## src/rtl/pwr_mode_pkg.sv

```systemverilog
package pwr_mode_pkg;
  typedef enum logic [1:0] {
    MODE_RUN   = 2'd0,
    MODE_IDLE  = 2'd1,
    MODE_SLEEP = 2'd2
  } pm_mode_e;
endpackage

```

## src/rtl/pm_settle_counter.sv

```systemverilog
module pm_settle_counter #(
  parameter int unsigned W = 4
) (
  input  logic         clk,
  input  logic         rst,
  input  logic         load,
  input  logic [W-1:0] load_val,
  output logic         active,
  output logic         done
);
  logic [W-1:0] cnt_q;

  always_ff @(posedge clk) begin
    if (rst) begin
      active <= 1'b0;
      cnt_q  <= '0;
    end else if (load) begin
      active <= 1'b1;
      cnt_q  <= load_val;
    end else if (active) begin
      if (cnt_q == '0) active <= 1'b0;
      else             cnt_q  <= cnt_q - 1'b1;
    end
  end

  assign done = active && (cnt_q == '0);
endmodule

```

## src/rtl/pm_quiet_timer.sv

```systemverilog
module pm_quiet_timer #(
  parameter int unsigned LIMIT = 8
) (
  input  logic clk,
  input  logic rst,
  input  logic clear,
  output logic expired
);
  localparam int unsigned TW = (LIMIT > 0) ? $clog2(LIMIT + 1) : 1;
  localparam logic [TW-1:0] LIM = TW'(LIMIT);

  logic [TW-1:0] cnt_q;

  always_ff @(posedge clk) begin
    if (rst || clear)     cnt_q <= '0;
    else if (cnt_q != LIM) cnt_q <= cnt_q + 1'b1;
  end

  assign expired = (cnt_q == LIM);
endmodule

```

## src/rtl/pm_lat_sel.sv

```systemverilog
module pm_lat_sel
  import pwr_mode_pkg::*;
#(
  parameter int unsigned LW            = 4,
  parameter int unsigned LAT_RUN_IDLE  = 3,
  parameter int unsigned LAT_IDLE_RUN  = 3,
  parameter int unsigned LAT_TO_SLEEP  = 6,
  parameter int unsigned LAT_SLEEP_RUN = 10
) (
  input  pm_mode_e      from_mode,
  input  pm_mode_e      to_mode,
  output logic [LW-1:0] cnt_init
);
  always_comb begin
    unique case (to_mode)
      MODE_SLEEP: cnt_init = LW'(LAT_TO_SLEEP - 1);
      MODE_IDLE:  cnt_init = LW'(LAT_RUN_IDLE - 1);
      default:    cnt_init = (from_mode == MODE_SLEEP) ? LW'(LAT_SLEEP_RUN - 1)
                                                       : LW'(LAT_IDLE_RUN - 1);
    endcase
  end
endmodule

```

## src/rtl/pwr_mode_ctrl.sv

```systemverilog
module pwr_mode_ctrl
  import pwr_mode_pkg::*;
#(
  parameter int unsigned NIRQ          = 4,
  parameter int unsigned LAT_RUN_IDLE  = 1250,
  parameter int unsigned LAT_IDLE_RUN  = 1250,
  parameter int unsigned LAT_TO_SLEEP  = 11250,
  parameter int unsigned LAT_SLEEP_RUN = 20000000,
  parameter int unsigned IDLE_TIMEOUT  = 1000000
) (
  input  logic            clk,
  input  logic            rst,
  input  logic            idle_req,
  input  logic [NIRQ-1:0] irq,
  input  logic [NIRQ-1:0] irq_en,
  input  logic            pwr_fault,
  input  logic            activity,
  output logic [1:0]      mode_o,
  output logic            busy_o
);
  localparam int unsigned MAX_A   = (LAT_RUN_IDLE > LAT_IDLE_RUN) ? LAT_RUN_IDLE : LAT_IDLE_RUN;
  localparam int unsigned MAX_B   = (LAT_TO_SLEEP > LAT_SLEEP_RUN) ? LAT_TO_SLEEP : LAT_SLEEP_RUN;
  localparam int unsigned MAX_LAT = (MAX_A > MAX_B) ? MAX_A : MAX_B;
  localparam int unsigned LW      = (MAX_LAT > 1) ? $clog2(MAX_LAT) : 1;

  pm_mode_e mode_q, tgt_q, dest;
  logic     start, busy, done, tmo;
  logic     pend_idle, pend_fault, pend_wake;
  logic     wake_hit, eff_idle, eff_fault, eff_wake;
  logic [LW-1:0] cnt_init;

  assign wake_hit  = |(irq & irq_en);
  assign eff_idle  = idle_req  | pend_idle;
  assign eff_fault = pwr_fault | pend_fault;
  assign eff_wake  = wake_hit  | pend_wake;

  // decision in a settled cycle; priority: fault, then explicit request, then timeout
  always_comb begin
    start = 1'b0;
    dest  = mode_q;
    if (!busy) begin
      unique case (mode_q)
        MODE_RUN: begin
          if (eff_fault)     begin start = 1'b1; dest = MODE_SLEEP; end
          else if (eff_idle) begin start = 1'b1; dest = MODE_IDLE;  end
          else if (tmo)      begin start = 1'b1; dest = MODE_SLEEP; end
        end
        MODE_IDLE: begin
          if (eff_fault)     begin start = 1'b1; dest = MODE_SLEEP; end
          else if (eff_wake) begin start = 1'b1; dest = MODE_RUN;   end
          else if (tmo)      begin start = 1'b1; dest = MODE_SLEEP; end
        end
        default: begin
          if (!eff_fault && eff_wake) begin start = 1'b1; dest = MODE_RUN; end
        end
      endcase
    end
  end

  pm_lat_sel #(
    .LW(LW), .LAT_RUN_IDLE(LAT_RUN_IDLE), .LAT_IDLE_RUN(LAT_IDLE_RUN),
    .LAT_TO_SLEEP(LAT_TO_SLEEP), .LAT_SLEEP_RUN(LAT_SLEEP_RUN)
  ) u_lat (
    .from_mode(mode_q), .to_mode(dest), .cnt_init(cnt_init)
  );

  pm_settle_counter #(.W(LW)) u_settle (
    .clk(clk), .rst(rst), .load(start), .load_val(cnt_init),
    .active(busy), .done(done)
  );

  pm_quiet_timer #(.LIMIT(IDLE_TIMEOUT)) u_quiet (
    .clk(clk), .rst(rst),
    .clear(activity | busy | start | (mode_q == MODE_SLEEP)),
    .expired(tmo)
  );

  always_ff @(posedge clk) begin
    if (rst) begin
      mode_q     <= MODE_RUN;
      tgt_q      <= MODE_RUN;
      pend_idle  <= 1'b0;
      pend_fault <= 1'b0;
      pend_wake  <= 1'b0;
    end else begin
      if (start) tgt_q  <= dest;
      if (done)  mode_q <= tgt_q;
      if (busy) begin
        pend_idle  <= pend_idle  | idle_req;
        pend_fault <= pend_fault | pwr_fault;
        pend_wake  <= pend_wake  | wake_hit;
      end else begin
        pend_idle  <= 1'b0;
        pend_fault <= 1'b0;
        pend_wake  <= 1'b0;
      end
    end
  end

  assign mode_o = mode_q;
  assign busy_o = busy;
endmodule

```

## config.mk

```make
export PLATFORM = sky130hd
export DESIGN_NAME = pwr_mode_ctrl
export DESIGN_NICKNAME = d
export VERILOG_FILES = /design/src/rtl/pwr_mode_pkg.sv /design/src/rtl/pm_settle_counter.sv /design/src/rtl/pm_quiet_timer.sv /design/src/rtl/pm_lat_sel.sv /design/src/rtl/pwr_mode_ctrl.sv
export SDC_FILE = /design/constraint.sdc
export NUM_CORES = 1
export LEC_CHECK = 0
export BUFFER_PORTS_ARGS = -buffer_cell sky130_fd_sc_hd__clkbuf_2
export CORE_MARGIN = 4
export CORE_UTILIZATION = 30
export DETAILED_ROUTE_END_ITERATION = 16
export RECOVER_POWER = 25
export SETUP_SLACK_MARGIN = 0.15
export SLEW_MARGIN = 20
export SYNTH_ARGS = -nofsm -noshare
export SYNTH_HDL_FRONTEND = slang
export SYNTH_HIERARCHICAL = 1
export SYNTH_SLANG_ARGS = --single-unit
```

## constraint.sdc

```tcl
create_clock -name clk -period 4.87 [get_ports clk]
set_input_delay 0 -clock clk [delete_from_list [all_inputs] [get_ports clk]]
set_output_delay 0 -clock clk [all_outputs]
set_load 0.01 [all_outputs]
```

==> results of run 1 <==
[power breakdown]
part           switching [mW]  leakage, nW  internal (mW)
Sequential             0.0503        0.434          0.471
Clock                   0.143       0.0450          0.100
Combinational           0.148        0.584         0.0980
Total                   0.341         1.06          0.669
[kinds of logic (layout without fill, tap and decap cells)]
logic type / Yosys count / after routing
buffers and inverters: 60 / 42
AND/OR/NAND/NOR: 173 / 173
multiplexers: 4 / 4
other: 2 / 12
XOR/XNOR: 10 / 10
flip-flops: 53 / 53
adder cells (fa/ha/maj): 6 / 6
AO/OA/AOI/OAI: 102 / 102
[worst paths after layout]
path | startpoint | to | slack, ns | cells past startpoint
min reg2reg | u_settle/cnt_q[22] | u_settle/cnt_q[22] | 0.53 | 2
min | idle_req | pend_idle | 0.03 | 3
max reg2reg | u_quiet/cnt_q[12] | u_settle/cnt_q[16] | 1.06 | 13
max | u_quiet/cnt_q[12] | u_settle/cnt_q[16] | 1.06 | 13
[metrics by stage]
| step | hold slack [ns] | cells |
|---|---|---|
| global route | 0.0706 | 542 |
| finish | 0.0290 | 542 |
| floorplan | 0.0724 | 420 |
| detailed placement | 0.353 | 534 |
| CTS | 0.0287 | 542 |
| global placement | 0.353 | 534 |
[flip-flops by register name, summed over array words and instances, names as in the netlist]
| name | flops |
|---|---|
| mode_o | 2 |
| tgt_q | 2 |
| u_settle/active | 1 |
| pend_wake | 1 |
| pend_fault | 1 |
| u_settle/cnt_q | 25 |
| u_quiet/cnt_q | 20 |
| pend_idle | 1 |
[cell usage in the layout, fill, tap and decap left out, types with 7 or more instances in the layout]
cell type	n
dfxtp_1	53
inv_1	16
or3_1	17
a311oi_1	9
nand3_1	11
xnor2_1	7
conb_1	12
o31ai_1	8
clkbuf_2	12
a31oi_1	8
nor3_1	18
a21oi_1	21
o21bai_1	8
nand2_1	21
nor4_1	13
nor2_1	43
o21ai_0	18
or4_1	11
[routing by layer]
metal  vias up  track usage [%]
met2        73             18.6
met5         -                0
met3         7             1.93
li1       1484                -
met4         0             3.53
met1      1352             16.7
[Yosys cell counts (all sizes together) (2+ instances only)]
library cell  number
o22ai              3
dfxtp             53
o21ai             19
o21a               2
o211ai             3
inv               17
or2                2
a31oi              8
conb               2
a31o               2
nor4b              5
a211oi             4
or3               18
nor4              13
or4               15
clkbuf            14
a311oi             9
ha                 6
o41ai              4
a21oi             21
o31ai              8
mux2i              3
nand2b             3
and4               2
xor2               3
xnor2              7
buf               29
or4b               3
nor3              18
o21bai             8
nand2             21
nand3             12
nor2              43
nor3b              3
and2               3
nand4              6
o31a               2
[worst max-delay path, stage by stage, from the launching register on]
cell	delay, ns
dfxtp_1	0.37
nor4b_1	0.39
or4b_2	0.68
nor4_1	0.34
or4_1	0.26
o21ai_0	0.10
a221oi_1	0.36
a21oi_1	0.12
inv_1	0.09
ha_1	0.15
nand2_1	0.06
nor2_1	0.47
nor2_1	0.08
a311oi_1	0.25
[final cells by class]
class                           count  area, um^2
Fill cell                        1155        7390
Clock inverter                      2        10.0
Sequential cell                    53        1060
Clock buffer                        6        72.6
Inverter                           17        63.8
Timing Repair Buffer               17        86.3
Multi-Input combinational cell    307        1940
Tap cell                          140         175
==> out/summary.md, run 1 <==
### Detailed routing
* met4 — highest metal used
* 336 um — met3 routed WL
* 2,916 — via count
* 3640 um — Met1 Wirelength
* 13.5 um — routed length per instance
* 5.38 — via/cell ratio
* 7300 um — Routed WL
* 5 — Pre-antenna DRT Iters
* 0 — DRC violations left
* 187 — Iteration-0 DRC Markers
* 0 — number of nets with antenna violations after detailed routing
* 3230 um — met2 WL post-DR

### Layout
* 0 — ant diodes
* 2.99% — signed area change from the synthesized netlist to the final layout
* 3400 um^2 — finished layout cell area
* 10.2% — proportion of layout cells with a drive suffix above 1
* 31.5% — post-layout util
* 420 — Net count, final

### Clock network
* 0 — postcts setup bufs
* 0.10 ns — clock edge transition at the registers on the reported setup and hold paths
* 5 — total CTS buffers
* 0.31 ns — insertion delay of the later-clocked pin in the worst-skew pair
* clkbuf_8 — root buffer selected by CTS
* 53 — Num Clock Sinks
* 0 — quantity of hold-fixing buffers added after cts
* 2 — Clock Tree Buf Depth
* 0 — Post-CTS Resized
* 2 — CTS H-Tree Depth
* built — CTS tree

### Synth
* 66 — count of unique library cells instantiated by Yosys
* 410 — gate count after technology mapping
* dfxtp_1 — Yosys top cell by area
* 0 — count of flip-flops with a built-in enable after synthesis
* 3310 um^2 — Netlist Area Pre-Place
* dfxtp_1 (32%), nor2_1 (4.9%), buf_4 (4.8%) — largest cells by area after synthesis
* 8.06 um^2 — Post-Syn Area per Cell
* 6 — yosys warns
* 32.1% — area share of the leading cell type in the synthesized netlist
* 2.27% — Post-Synth Adder-Cell Area
* 0% — Async SR Flop Fraction
* 21.8% — compound-gate portion of the synthesized area
* 32.1% — proportion of synthesized chip area in sequential cells
* 29.5% — simple logic cell fraction of the synthesized area
* 1.25% — multiplexer fraction of the synthesized cell area
* 53 — flops & latches, synth
* dfxtp_1 — most instantiated flip-flop cell in the synthesis netlist
* simple AND/OR/NAND/NOR gates — dominant combinational cell family by area after synthesis
* 2.65% — post-synthesis xor/xnor area fraction

### Min path
* input port to flop — class of the most critical hold timing path

### Setup path
* flop — crit start category
* 5.08 ns — required time reported for the critical path endpoint
* 4.02 ns — CP arrival
* 7 — CP Max Fanout
* flop to flop — WS Path Type
* flop — type of destination of the critical path

### Die
* 113 um — Die Y-Extent
* 12,800 um^2 — total die area
* 16 — top-level I/O count
* 38 — Row Count
* 30.6% — initial cell density of the core
* 113 um — width of the die
* 10,800 um^2 — Core Area

### Timing
* 78.3% — share of the clock period used by the worst path after layout
* 0 ns — total negative slack
* 0 — final hold viol count
* false — unrepaired setup endpoints after global routing
* 0 — number of setup violations in the final report
* 0.262 GHz — maximum achievable frequency
* 5.14% — normalized max-slew margin
* 3.81 ns — post-layout minimum cycle time
* 0 — count of pins over their slew limit
* 1.41 ns — measured slew at the worst slew-check pin
* 1.06 ns — min setup slack post-route
* 0.00983 ns — worst setup skew after layout

### Power
* 0.138 mV — peak ir drop on the vdd network
* 297 nW/um^2 — power per cell area
* 1.01 mW — total design power
* 1.06 nW — static power due to leakage

### Global route
* 0 — global-route congestion overflow total
* 13,000 um — first-pass GRT wire length
* 2,796 — vias in the first global route
* 11.8% — total global routing track utilization
* 38 — maximum number of pins on one net before global-route repair
* 0 — initial antenna violation count

### Flow run
* 0 — Max-Cap Viols

### Placement
* 5050 um — sum of net half-perimeters after detailed placement
* 15 — number of buffers inserted by port buffering
* 0.840 — RD Place Congestion
* 3340 um^2 — area of placed instances
* 1.02 ns — Placement Setup Slack

### Outcome
* completed — run status

Note: power is estimated with default switching activity, not from simulation.
==> inputs of run 2 (changes only) <==
Clock period 4.87 ns to 3.8 ns, I/O delays scaled along.
==> run 2 against run 1 <==
Against the previous run: register-to-register slack got worse by 0.72 ns; via count rose by 1.1%; final area is 2.3% higher; die area is the same; largest power group unchanged; clock skew increased by 0.00083 ns; combinational power rose by 31%; global-route usage is 0.073 points higher; utilization rose by 0.72 points.
==> out/summary.md, run 2 (same netlist as run 1, synthesis figures left out) <==
### Setup path
* or2_0 — library cell contributing the largest single delay on the critical path
* 4.01 ns — required time reported for the critical path endpoint
* 0.92 ns — delay of the slowest cell on the worst path
* flop to flop — WS Path Type
* inv_1 > ha_1 > or4b_2 > nor4_4 > or4_4 > nor2_1 > o21ai_0 > or2_0 > nor2_1 > a31o_2 — CP cell instances
* 20 — CP Max Fanout
* flop — crit start category
* flop — type of destination of the critical path
* 3.67 ns — CP arrival
* nor2_1 — cell seen most often among critical-path stages

### Layout
* 5.34% — signed area change from the synthesized netlist to the final layout
* dfxtp_1 (53), nor2_1 (43), a21oi_1 (21), nand2_1 (21), o21ai_0 (18) — commonest cells after routing, fill and taps aside
* 25 — number of flip-flops in the largest register
* 0 — ant diodes
* u_settle/cnt_q: 25 flops, u_quiet/cnt_q: 20 flops — largest registers
* dfxtp_1 — commonest non-fill, non-tap cell in the layout
* 12.1% — proportion of layout cells with a drive suffix above 1
* 3480 um^2 — finished layout cell area
* u_settle/cnt_q — register with the highest flop count
* 423 — Net count, final

### Timing
* 0.339 ns — min setup slack post-route
* 1.15 ns — measured slew at the worst slew-check pin
* 0 ns — total negative slack
* 91.1% — share of the clock period used by the worst path after layout
* 0 — final hold viol count
* 0 — count of pins over their slew limit
* 0 — number of setup violations in the final report
* false — unrepaired setup endpoints after global routing
* 23.1% — normalized max-slew margin
* 3.46 ns — post-layout minimum cycle time
* 0.0107 ns — worst setup skew after layout
* 0.289 GHz — maximum achievable frequency

### Die
* 16 — top-level I/O count
* 10,800 um^2 — Core Area
* 113 um — Die Y-Extent
* 12,800 um^2 — total die area
* 38 — Row Count
* 30.6% — initial cell density of the core
* 113 um — width of the die

### Detailed routing
* 5.41 — via/cell ratio
* 146 — Iteration-0 DRC Markers
* 7370 um — Routed WL
* 2,949 — via count
* 0 — DRC violations left
* 13.5 um — routed length per instance
* 4 — Pre-antenna DRT Iters
* 0 — number of nets with antenna violations after detailed routing

### Placement
* 5150 um — sum of net half-perimeters after detailed placement
* 0.204 ns — Placement Setup Slack
* 3360 um^2 — area of placed instances
* 0.893 — RD Place Congestion
* 15 — number of buffers inserted by port buffering

### Global route
* 11.9% — total global routing track utilization
* 35 — maximum number of pins on one net before global-route repair
* 12,800 um — first-pass GRT wire length
* 2,809 — vias in the first global route
* 0 — global-route congestion overflow total
* 0 — initial antenna violation count

### Power
* 0.215 mV — peak ir drop on the vdd network
* 386 nW/um^2 — power per cell area
* 1.09 nW — static power due to leakage

### Min path
* input port to flop — class of the most critical hold timing path

### Clock network
* 0.09 ns — clock edge transition at the registers on the reported setup and hold paths
* 0 — postcts setup bufs
* 1 — Post-CTS Resized
* 5 — total CTS buffers
* 0 — quantity of hold-fixing buffers added after cts
* 2 — Clock Tree Buf Depth
* 0.32 ns — insertion delay of the later-clocked pin in the worst-skew pair
* 53 — Num Clock Sinks
* 2 — CTS H-Tree Depth
* clkbuf_8 — root buffer selected by CTS
* built — CTS tree

### Flow run
* 0 — Max-Cap Viols

### Outcome
* completed — run status

[run 2: cell count changes in the layout (fill, tap and decap cells not counted), sizes merged]
cell	previous run	this run
buf	2	4
clkbuf	21	23
clkinv	2	1
[run 2: cell type report]
| type | count | area, um^2 |
|---|---|---|
| fill | 1149 | 7310 |
| multi-input combinational | 307 | 1980 |
| sequential | 53 | 1060 |
| tap | 140 | 175 |
| timing repair buffer | 20 | 105 |
| clock buffer | 7 | 96.3 |
| inverter | 17 | 63.8 |
| clock inverter | 1 | 5.00 |
[run 2: worst paths after layout]
kind,start,depth (start not counted),slack [ns],end
min,idle_req,3,0.05,pend_idle
max,u_quiet/cnt_q[0],10,0.34,u_quiet/cnt_q[13]
min reg2reg,u_settle/cnt_q[22],2,0.51,u_settle/cnt_q[22]
max reg2reg,u_quiet/cnt_q[0],10,0.34,u_quiet/cnt_q[13]
[run 2: per-stage QoR]
stage,cells,utilization (%),hold slack [ns],power [mW]
after global routing,545,32.3,0.0508,1.43
final,545,32.3,0.0545,1.34
after CTS,545,32.1,0.0353,1.36
after floorplan,420,-,0.0724,0.931
after detailed placement,537,31.2,0.371,0.998
after global placement,537,31.2,0.358,0.988
[run 2: layer usage]
| metal | global-route usage [%] | wire length [um] | share of wire [%] | vias to the layer above |
|---|---|---|---|---|
| met4 | 3.69 | 95 | 1.3 | 0 |
| li1 | - | - | - | 1492 |
| met2 | 19.5 | 3370 | 46 | 55 |
| met3 | 2.14 | 377 | 5.1 | 7 |
| met5 | 0 | 0 | 0 | - |
| met1 | 15.9 | 3520 | 48 | 1395 |
[run 2: worst max-delay path, delay by kind of cell, from the launching register on]
kind | cells | cell delay [ns]
buffers and inverters | 1 | 0.10
AO/OA/AOI/OAI | 2 | 0.57
adder cells (fa/ha/maj) | 1 | 0.14
AND/OR/NAND/NOR | 6 | 2.20
flip-flops | 1 | 0.36
[run 2: power breakdown]
| part | leakage (nW) | internal [mW] | switching, mW | total [mW] |
|---|---|---|---|---|
| logic | 0.600 | 0.129 | 0.192 | 0.322 |
| clock network | 0.0542 | 0.165 | 0.189 | 0.354 |
| registers | 0.434 | 0.604 | 0.0630 | 0.667 |
| total | 1.09 | 0.898 | 0.445 | 1.34 |
